**config.mk**
```make
export PLATFORM = sky130hd
export DESIGN_NAME = smbus_blkbuf
export DESIGN_NICKNAME = d
export VERILOG_FILES = /design/src/rtl/smbbuf_pkg.sv /design/src/rtl/blkbuf_modereg.sv /design/src/rtl/blkbuf_hostptr.sv /design/src/rtl/blkbuf_store.sv /design/src/rtl/blkbuf_engine.sv /design/src/rtl/smbus_blkbuf.sv
export SDC_FILE = /design/constraint.sdc
export NUM_CORES = 1
export LEC_CHECK = 0
export BUFFER_PORTS_ARGS = -buffer_cell sky130_fd_sc_hd__buf_2
export CORE_UTILIZATION = 25
export CTS_CLUSTER_DIAMETER = 40
export DETAILED_ROUTE_END_ITERATION = 6
export PLACE_DENSITY_LB_ADDON = 0.1
export SYNTH_ARGS = -nofsm -noshare
export SYNTH_HDL_FRONTEND = slang
export SYNTH_SLANG_ARGS = --single-unit
```
**constraint.sdc**
```tcl
create_clock -name clk -period 3.4 [get_ports clk]
set_clock_uncertainty 0.05 [all_clocks]
set_input_delay 0.34 -clock clk [delete_from_list [all_inputs] [get_ports clk]]
set_output_delay 0.34 -clock clk [all_outputs]
set_load 0.05 [all_outputs]
```
**src/rtl/smbbuf_pkg.sv**
```systemverilog
package smbbuf_pkg;
  localparam int BYTE_W = 8;
  typedef logic [BYTE_W-1:0] byte_t;
  // bit 1: buffer enable, bit 0: error-check enable
  typedef struct packed {
    logic buf_en;
    logic pec_en;
  } mode_t;
endpackage

```
**src/rtl/blkbuf_modereg.sv**
```systemverilog
module blkbuf_modereg
  import smbbuf_pkg::*;
(
  input  logic  clk,
  input  logic  rst_n,
  input  logic  mode_wr,
  input  byte_t mode_wdata,
  output mode_t mode_q,
  output byte_t mode_rdata
);
  logic unused_hi_bits;
  assign unused_hi_bits = ^mode_wdata[7:2];

  always_ff @(posedge clk or negedge rst_n) begin
    if (!rst_n) mode_q <= '0;
    else if (mode_wr) mode_q <= mode_t'(mode_wdata[1:0]);
  end

  assign mode_rdata = {6'b0, mode_q};

  AST_MODE_READBACK: assert property (@(posedge clk) disable iff (!rst_n)
    mode_wr |=> mode_rdata[1:0] == $past(mode_wdata[1:0]));
endmodule

```
**src/rtl/blkbuf_hostptr.sv**
```systemverilog
module blkbuf_hostptr #(
  parameter int DEPTH = 32,
  parameter int PW    = $clog2(DEPTH + 1)
) (
  input  logic          clk,
  input  logic          rst_n,
  input  logic          ctl_rd,
  input  logic          port_wr,
  input  logic          port_rd,
  output logic [PW-1:0] idx_eff,
  output logic          in_range
);
  localparam logic [PW-1:0] LIM = PW'(DEPTH);

  logic [PW-1:0] hptr;
  logic          access;

  assign access   = port_wr | port_rd;
  assign idx_eff  = ctl_rd ? '0 : hptr;
  assign in_range = idx_eff < LIM;

  always_ff @(posedge clk or negedge rst_n) begin
    if (!rst_n) hptr <= '0;
    else if (access && in_range) hptr <= idx_eff + PW'(1);
    else hptr <= idx_eff;
  end

  AST_HPTR_BOUND: assert property (@(posedge clk) disable iff (!rst_n)
    hptr <= LIM);
  AST_HPTR_CLEAR: assert property (@(posedge clk) disable iff (!rst_n)
    ctl_rd && !access |=> hptr == '0);
  AST_HPTR_SAT: assert property (@(posedge clk) disable iff (!rst_n)
    hptr == LIM && !ctl_rd |=> hptr == LIM);
  AST_HPTR_STEP: assert property (@(posedge clk) disable iff (!rst_n)
    !ctl_rd && access && hptr < LIM |=> hptr == $past(hptr) + PW'(1));
endmodule

```
**src/rtl/blkbuf_store.sv**
```systemverilog
module blkbuf_store
  import smbbuf_pkg::*;
#(
  parameter int DEPTH = 32,
  parameter int AW    = $clog2(DEPTH)
) (
  input  logic          clk,
  input  logic          rst_n,
  input  logic          h_we,
  input  logic [AW-1:0] h_addr,
  input  byte_t         h_wdata,
  input  logic          e_we,
  input  logic [AW-1:0] e_addr,
  input  byte_t         e_wdata,
  output byte_t         h_rdata,
  output byte_t         e_rdata
);
  byte_t mem [DEPTH];

  for (genvar g = 0; g < DEPTH; g++) begin : g_entry
    localparam logic [AW-1:0] IDX = AW'(g);
    always_ff @(posedge clk or negedge rst_n) begin
      if (!rst_n) mem[g] <= '0;
      else if (e_we && e_addr == IDX) mem[g] <= e_wdata;  // engine has priority
      else if (h_we && h_addr == IDX) mem[g] <= h_wdata;
    end
  end

  assign h_rdata = mem[h_addr];
  assign e_rdata = mem[e_addr];
endmodule

```
**src/rtl/blkbuf_engine.sv**
```systemverilog
module blkbuf_engine
  import smbbuf_pkg::*;
#(
  parameter int DEPTH = 32,
  parameter int PW    = $clog2(DEPTH + 1)
) (
  input  logic          clk,
  input  logic          rst_n,
  input  logic          buf_en,
  input  logic          xact_start,
  input  logic          xact_rd,
  input  logic          xact_i2c,
  input  logic          xact_end,
  input  logic          cnt_wr,
  input  byte_t         cnt_wdata,
  input  logic          tx_ready,
  input  logic          rx_valid,
  input  byte_t         rx_data,
  input  logic          rx_is_count,
  output logic          tx_valid,
  output logic          tx_last,
  output logic          rx_ready,
  output logic          buf_used,
  output logic          len_err,
  output byte_t         cnt_q,
  output logic [PW-1:0] eptr,
  output logic          eng_we
);
  localparam logic [PW-1:0] LIM  = PW'(DEPTH);
  localparam byte_t         MAXC = BYTE_W'(DEPTH);

  logic          sess_act, sess_rd, err_q;
  logic [PW-1:0] lim;
  logic          rx_fire, tx_fire, use_buf;

  function automatic logic len_ok(input byte_t c);
    return (c != '0) && (c <= MAXC);
  endfunction

  function automatic logic [PW-1:0] lim_of(input byte_t c);
    if (c == '0) return '0;
    else if (c > MAXC) return LIM;
    else return PW'(c);
  endfunction

  assign use_buf  = buf_en && !xact_i2c;
  assign rx_ready = sess_act && sess_rd;
  assign rx_fire  = rx_valid && rx_ready;
  assign tx_valid = sess_act && !sess_rd && !err_q && (eptr < lim);
  assign tx_last  = tx_valid && (eptr == lim - PW'(1));
  assign tx_fire  = tx_valid && tx_ready;
  assign eng_we   = rx_fire && !rx_is_count && (eptr < lim);
  assign buf_used = sess_act;
  assign len_err  = err_q;

  always_ff @(posedge clk or negedge rst_n) begin
    if (!rst_n) begin
      sess_act <= 1'b0;
      sess_rd  <= 1'b0;
      eptr     <= '0;
      lim      <= '0;
      err_q    <= 1'b0;
    end else if (xact_start) begin
      sess_act <= use_buf;
      sess_rd  <= xact_rd;
      eptr     <= '0;
      if (use_buf && !xact_rd) begin
        lim   <= lim_of(cnt_q);
        err_q <= !len_ok(cnt_q);
      end else begin
        lim   <= '0;
        err_q <= 1'b0;
      end
    end else if (xact_end) begin
      sess_act <= 1'b0;
    end else begin
      if (rx_fire && rx_is_count) begin
        lim   <= lim_of(rx_data);
        err_q <= err_q | !len_ok(rx_data);
      end
      if (eng_we || tx_fire) eptr <= eptr + PW'(1);
    end
  end

  always_ff @(posedge clk or negedge rst_n) begin
    if (!rst_n) cnt_q <= '0;
    else if (rx_fire && rx_is_count) cnt_q <= rx_data;  // received count wins
    else if (cnt_wr) cnt_q <= cnt_wdata;
  end

  AST_EPTR_BOUND: assert property (@(posedge clk) disable iff (!rst_n)
    eptr <= LIM);
  AST_TX_HOLD: assert property (@(posedge clk) disable iff (!rst_n)
    tx_valid && !tx_ready && !xact_start && !xact_end |=> tx_valid && $stable(eptr));
  AST_ERR_STICKY: assert property (@(posedge clk) disable iff (!rst_n)
    err_q && !xact_start |=> err_q);
  AST_NO_RX_STORE_BEFORE_COUNT: assert property (@(posedge clk) disable iff (!rst_n)
    xact_start |=> eptr == '0);
endmodule

```
**src/rtl/smbus_blkbuf.sv**
```systemverilog
module smbus_blkbuf
  import smbbuf_pkg::*;
#(
  parameter int DEPTH = 32
) (
  input  logic       clk,
  input  logic       rst_n,
  input  logic       mode_wr,
  input  logic [7:0] mode_wdata,
  output logic [7:0] mode_rdata,
  output logic       pec_en,
  output logic       buf_en,
  input  logic       ctl_rd,
  input  logic       cnt_wr,
  input  logic [7:0] cnt_wdata,
  output logic [7:0] cnt_rdata,
  input  logic       port_wr,
  input  logic       port_rd,
  input  logic [7:0] port_wdata,
  output logic [7:0] port_rdata,
  input  logic       xact_start,
  input  logic       xact_rd,
  input  logic       xact_i2c,
  input  logic       xact_end,
  output logic       buf_used,
  output logic       tx_valid,
  input  logic       tx_ready,
  output logic [7:0] tx_data,
  output logic       tx_last,
  input  logic       rx_valid,
  output logic       rx_ready,
  input  logic [7:0] rx_data,
  input  logic       rx_is_count,
  output logic       len_err
);
  localparam int PW = $clog2(DEPTH + 1);
  localparam int AW = $clog2(DEPTH);

  mode_t         mode_q;
  logic [PW-1:0] idx_eff, eptr;
  logic          in_range, eng_we;
  byte_t         h_rdata, e_rdata, cnt_q;

  blkbuf_modereg u_mode (
    .clk(clk), .rst_n(rst_n), .mode_wr(mode_wr), .mode_wdata(mode_wdata),
    .mode_q(mode_q), .mode_rdata(mode_rdata)
  );

  assign pec_en = mode_q.pec_en;
  assign buf_en = mode_q.buf_en;

  blkbuf_hostptr #(.DEPTH(DEPTH), .PW(PW)) u_hptr (
    .clk(clk), .rst_n(rst_n), .ctl_rd(ctl_rd), .port_wr(port_wr),
    .port_rd(port_rd), .idx_eff(idx_eff), .in_range(in_range)
  );

  blkbuf_engine #(.DEPTH(DEPTH), .PW(PW)) u_eng (
    .clk(clk), .rst_n(rst_n), .buf_en(mode_q.buf_en),
    .xact_start(xact_start), .xact_rd(xact_rd), .xact_i2c(xact_i2c),
    .xact_end(xact_end), .cnt_wr(cnt_wr), .cnt_wdata(cnt_wdata),
    .tx_ready(tx_ready), .rx_valid(rx_valid), .rx_data(rx_data),
    .rx_is_count(rx_is_count), .tx_valid(tx_valid), .tx_last(tx_last),
    .rx_ready(rx_ready), .buf_used(buf_used), .len_err(len_err),
    .cnt_q(cnt_q), .eptr(eptr), .eng_we(eng_we)
  );

  blkbuf_store #(.DEPTH(DEPTH), .AW(AW)) u_store (
    .clk(clk), .rst_n(rst_n),
    .h_we(port_wr && in_range), .h_addr(idx_eff[AW-1:0]), .h_wdata(port_wdata),
    .e_we(eng_we), .e_addr(eptr[AW-1:0]), .e_wdata(rx_data),
    .h_rdata(h_rdata), .e_rdata(e_rdata)
  );

  assign port_rdata = in_range ? h_rdata : '0;
  assign tx_data    = e_rdata;
  assign cnt_rdata  = cnt_q;

  AST_TX_ONLY_IN_SESSION: assert property (@(posedge clk) disable iff (!rst_n)
    tx_valid |-> buf_used && !rx_ready);
  AST_PORT_READ_PAST_END: assert property (@(posedge clk) disable iff (!rst_n)
    !in_range |-> port_rdata == 8'h00);
endmodule

```
==> flow_summary.yaml <==
cells_and_area:
  area_growth_pct: 26.82
  stdcell_area_um2: 24120
  multi_input_area_um2: 11190
  final.fill_count: 7616
  n_antenna_cell: 0
  nets: 2177
  drive_gt1_share_pct: 20.59
  regArea_um2: 7196
  final_cell_count_no_fill: 3145
worst_hold_path:
  hold_end: "u_eng.buf_used"
  hold_depth: 3
  hold_path_class: "in2reg"
  hold_start: "xact_end"
sta:
  fin_tns_setup_ns: 0
  drv_slew: 0
  rsz0062_at_grt: "no"
  finalHoldViolations: 0
  fin_ws_ns: 0.05886
  relSlewSlack_pct: 25.31
  setup_viol: 0
  holdWs_ns: 0.06557
  max_slew.worst_pin.slew_ns: 1.120
  period_minus_slack_ns: 3.341
  post-route-period-util_pct: 98.27
  max_freq_mhz: 299.3
clocking:
  path_clk_slew_ns: 0.04
  cts_root_buf: "clkbuf_16"
  numCtsBuffers: 82
  cts_htree_levels: 3
  cts_tree: "built"
  cts_buffer_depth: 3
  cts_sinks: 287
  clkLatencyLatePin_ns: 0.61
power_and_ir_drop:
  switching_share_pct: 29.55
  power_density_nw_per_um2: 601.5
  comb_power_share_pct: 17.7
  p_leak_nw: 9.836
  irDropWorstVdd_uv: 324.0
  power_switching_mw: 4.286
  internal_power_mw: 10.22
  seqPwrFrac_pct: 27.4
  clkPwrFrac_pct: 54.9
drt:
  via_count: 16492
  vias_per_cell: 5.244
  drtIter0Drc: 1656
  wl_per_cell_um: 26.51
  drcViolationCount: 0
  drtAntennaViolNets: 0
  dr.pass1.iters: 6
  wirelength_mm: 83.37
critical_path:
  cp-start-kind: "flop"
  critPathKind: "reg2out"
  crit_chain: "nor2b_4 -> inv_2 -> buf_12 -> buf_4 -> nand2_1 -> nand3_1 -> nand3_1 -> o22ai_1 -> buf_4 -> buf_12"
  slowest_stage: "dfrtp_4"
  rr_worst_depth: 8
  worstReg2RegEnd: "u_store.mem[147]"
  critical_path.max_stage_delay_ns: 0.48
  cp.required_ns: 3.01
  r2r_start: "u_eng.eptr[3]"
  r2r_slack_ns: 0.54
  cp-end-kind: "output port"
  crit_arrival_ns: 2.95
  crit_start: "u_hptr.hptr[0]"
  crit_path_max_fanout: 23
place:
  dp_hpwl_mm: 57.07
  placed_cells: 2976
  pre_cts_ws_ns: 0.3960
  dpl-instance-area_um2: 20810
  gp_congestion: 0.9395
  port_buffers: 72
synth:
  async_reset_ff_share_pct: 100.0
  synth_warnings: 0
  synth.avg_cell_area_um2: 9.381
  syn-cell-area_um2: 19020
  synth_edf_count: 0
  ys_ff_latch: 287
  postSynthCellCount: 2027
  synth.yosys.seq_area_share_pct: 37.77
  synth_flop_cell: "dfrtp_1"
  ys_types: 69
global_route:
  antenna_found_initial: 0
  grt_use_total_pct: 21.41
  grt_start_max_net_pins: 80
  first_global_vias: 16208
  overflow: 0
  grt_pass1_wl_mm: 119.9
run_status:
  status: "finished, final reports clean"
run:
  maxCapViolations: 0
die:
  fp.coreArea_um2: 74820
  die_h_um: 277.8
  die_width_um: 277.8
  initial_core_util_pct: 25.41
  rows: 100
  die_area_um2: 77170
  pin_count: 85
==> logic make-up after synthesis <==
family | count (synthesis) | synth area share (%)
multiplexers | 427 | 25.67
buffers and inverters | 206 | 4.691
adder cells (fa/ha/maj) | 19 | 1.250
AO/OA/AOI/OAI | 408 | 12.38
XOR/XNOR | 13 | 0.5988
other | 1 | 0.01972
flip-flops | 287 | 37.77
AND/OR/NAND/NOR | 666 | 17.63
==> what timing repair did <==
action | 4_1_cts | 5_1_grt
setup endpoints to repair | 13 | 13
cloned | 0 | 3
endpoints found under the hold margin | 85 | 0
pin swaps | 1 | 3
setup buffers | 0 | 3
hold buffers | 15 | 0
resized for setup | 24 | 18
==> flip-flops by register name (all words and copies together), names as in the netlist <==
register / flops
u_eng.cnt_q: 8
u_eng.lim: 6
u_eng.buf_used: 1
u_eng.sess_rd: 1
u_eng.eptr: 6
u_hptr.hptr: 6
u_eng.len_err: 1
u_mode.mode_q: 2
u_store.mem: 256
==> worst max-delay path: cells and delay by family (launching register included) <==
| kind | cells | cell delay (ns) |
|---|---|---|
| AOI/OAI and AO/OA | 1 | 0.35 |
| buffers and inverters | 5 | 1.01 |
| DFF | 1 | 0.48 |
| and+or+nand+nor | 4 | 0.49 |
==> how the worst max path moves through the flow <==
stage | slack [ns] | to
4_1_cts | -0.05 | tx_data[2]
5_1_grt | 0.0001 | tx_last
6_report | 0.06 | port_rdata[0]
3_3_place_gp | 0.39 | u_store.mem[229]
3_5_place_dp | 0.40 | u_store.mem[227]
2_1_floorplan | 0.04 | tx_last
==> cell type report <==
| cell class | instances | share of cell area, % |
|---|---|---|
| tap | 969 | 5.027 |
| multi-input combinational | 1539 | 46.39 |
| clock inverter | 31 | 1.899 |
| inverter | 17 | 0.2646 |
| clock buffer | 117 | 9.972 |
| timing repair buffer | 185 | 6.610 |
| sequential | 287 | 29.84 |
==> synthesized netlist by cell type, types with 8 or more instances <==
cell | number | share of area, %
clkbuf_1 | 111 | 2.2
inv_1 | 15 | 0.30
o32ai_1 | 8 | 0.37
buf_4 | 14 | 0.55
a21oi_1 | 218 | 5.7
ha_1 | 19 | 1.3
buf_1 | 21 | 0.41
nand2b_1 | 10 | 0.33
nand4_1 | 30 | 0.99
dfrtp_1 | 287 | 38
mux4_2 | 48 | 5.7
xnor2_1 | 8 | 0.37
nand2_1 | 213 | 4.2
a22oi_1 | 42 | 1.7
buf_2 | 41 | 1.1
a311oi_1 | 9 | 0.41
o21ai_0 | 29 | 0.76
o21ai_1 | 47 | 1.2
nand3_1 | 74 | 1.9
nor2b_1 | 10 | 0.33
a211oi_1 | 10 | 0.39
nor2_1 | 247 | 4.9
nor3_4 | 29 | 2.5
mux2i_1 | 374 | 20
o22ai_1 | 16 | 0.53
==> power by group through the flow <==
stage	Combinational, mW	Sequential, mW	Clock (mW)
2_1_floorplan	1.38	3.96	0
3_3_place_gp	2.49	4.00	0
3_5_place_dp	2.49	4.01	0
4_1_cts	2.55	3.97	8.11
5_1_grt	2.69	4.01	8.31
6_report	2.56	3.97	7.97
==> cell usage in the layout (no fill, tap or decap), types with 11 or more instances in the layout <==
| cell type | count |
|---|---|
| mux4_2 | 48 |
| ha_1 | 19 |
| dfrtp_1 | 280 |
| inv_1 | 15 |
| nor3_4 | 30 |
| clkbuf_8 | 20 |
| a21oi_1 | 215 |
| a22oi_1 | 31 |
| nand4_1 | 30 |
| buf_4 | 83 |
| clkbuf_1 | 14 |
| clkinv_2 | 13 |
| dlygate4sd3_1 | 15 |
| a22oi_2 | 11 |
| nor2_1 | 245 |
| o21ai_0 | 29 |
| buf_2 | 61 |
| clkbuf_16 | 86 |
| o21ai_1 | 47 |
| mux2i_1 | 374 |
| nand2_1 | 213 |
| buf_12 | 18 |
| nand3_1 | 74 |
==> per-stage QoR <==
stage / total power, mW / utilization [%]
floorplan: 5.345 / -
finish: 14.51 / 32.23
global route: 15.00 / 32.23
CTS: 14.62 / 31.99
global placement: 6.483 / 27.81
detailed placement: 6.504 / 27.81
==> per-layer routing <==
layer | vias up | track usage [%] | routed length [um]
li1 | 7497 | - | -
met1 | 8241 | 30.30 | 38500
met2 | 627 | 32.72 | 36990
met3 | 127 | 3.318 | 4900
met4 | 0 | 7.848 | 2980
met5 | - | 0 | 0
Note: power is estimated with default switching activity, not from simulation.
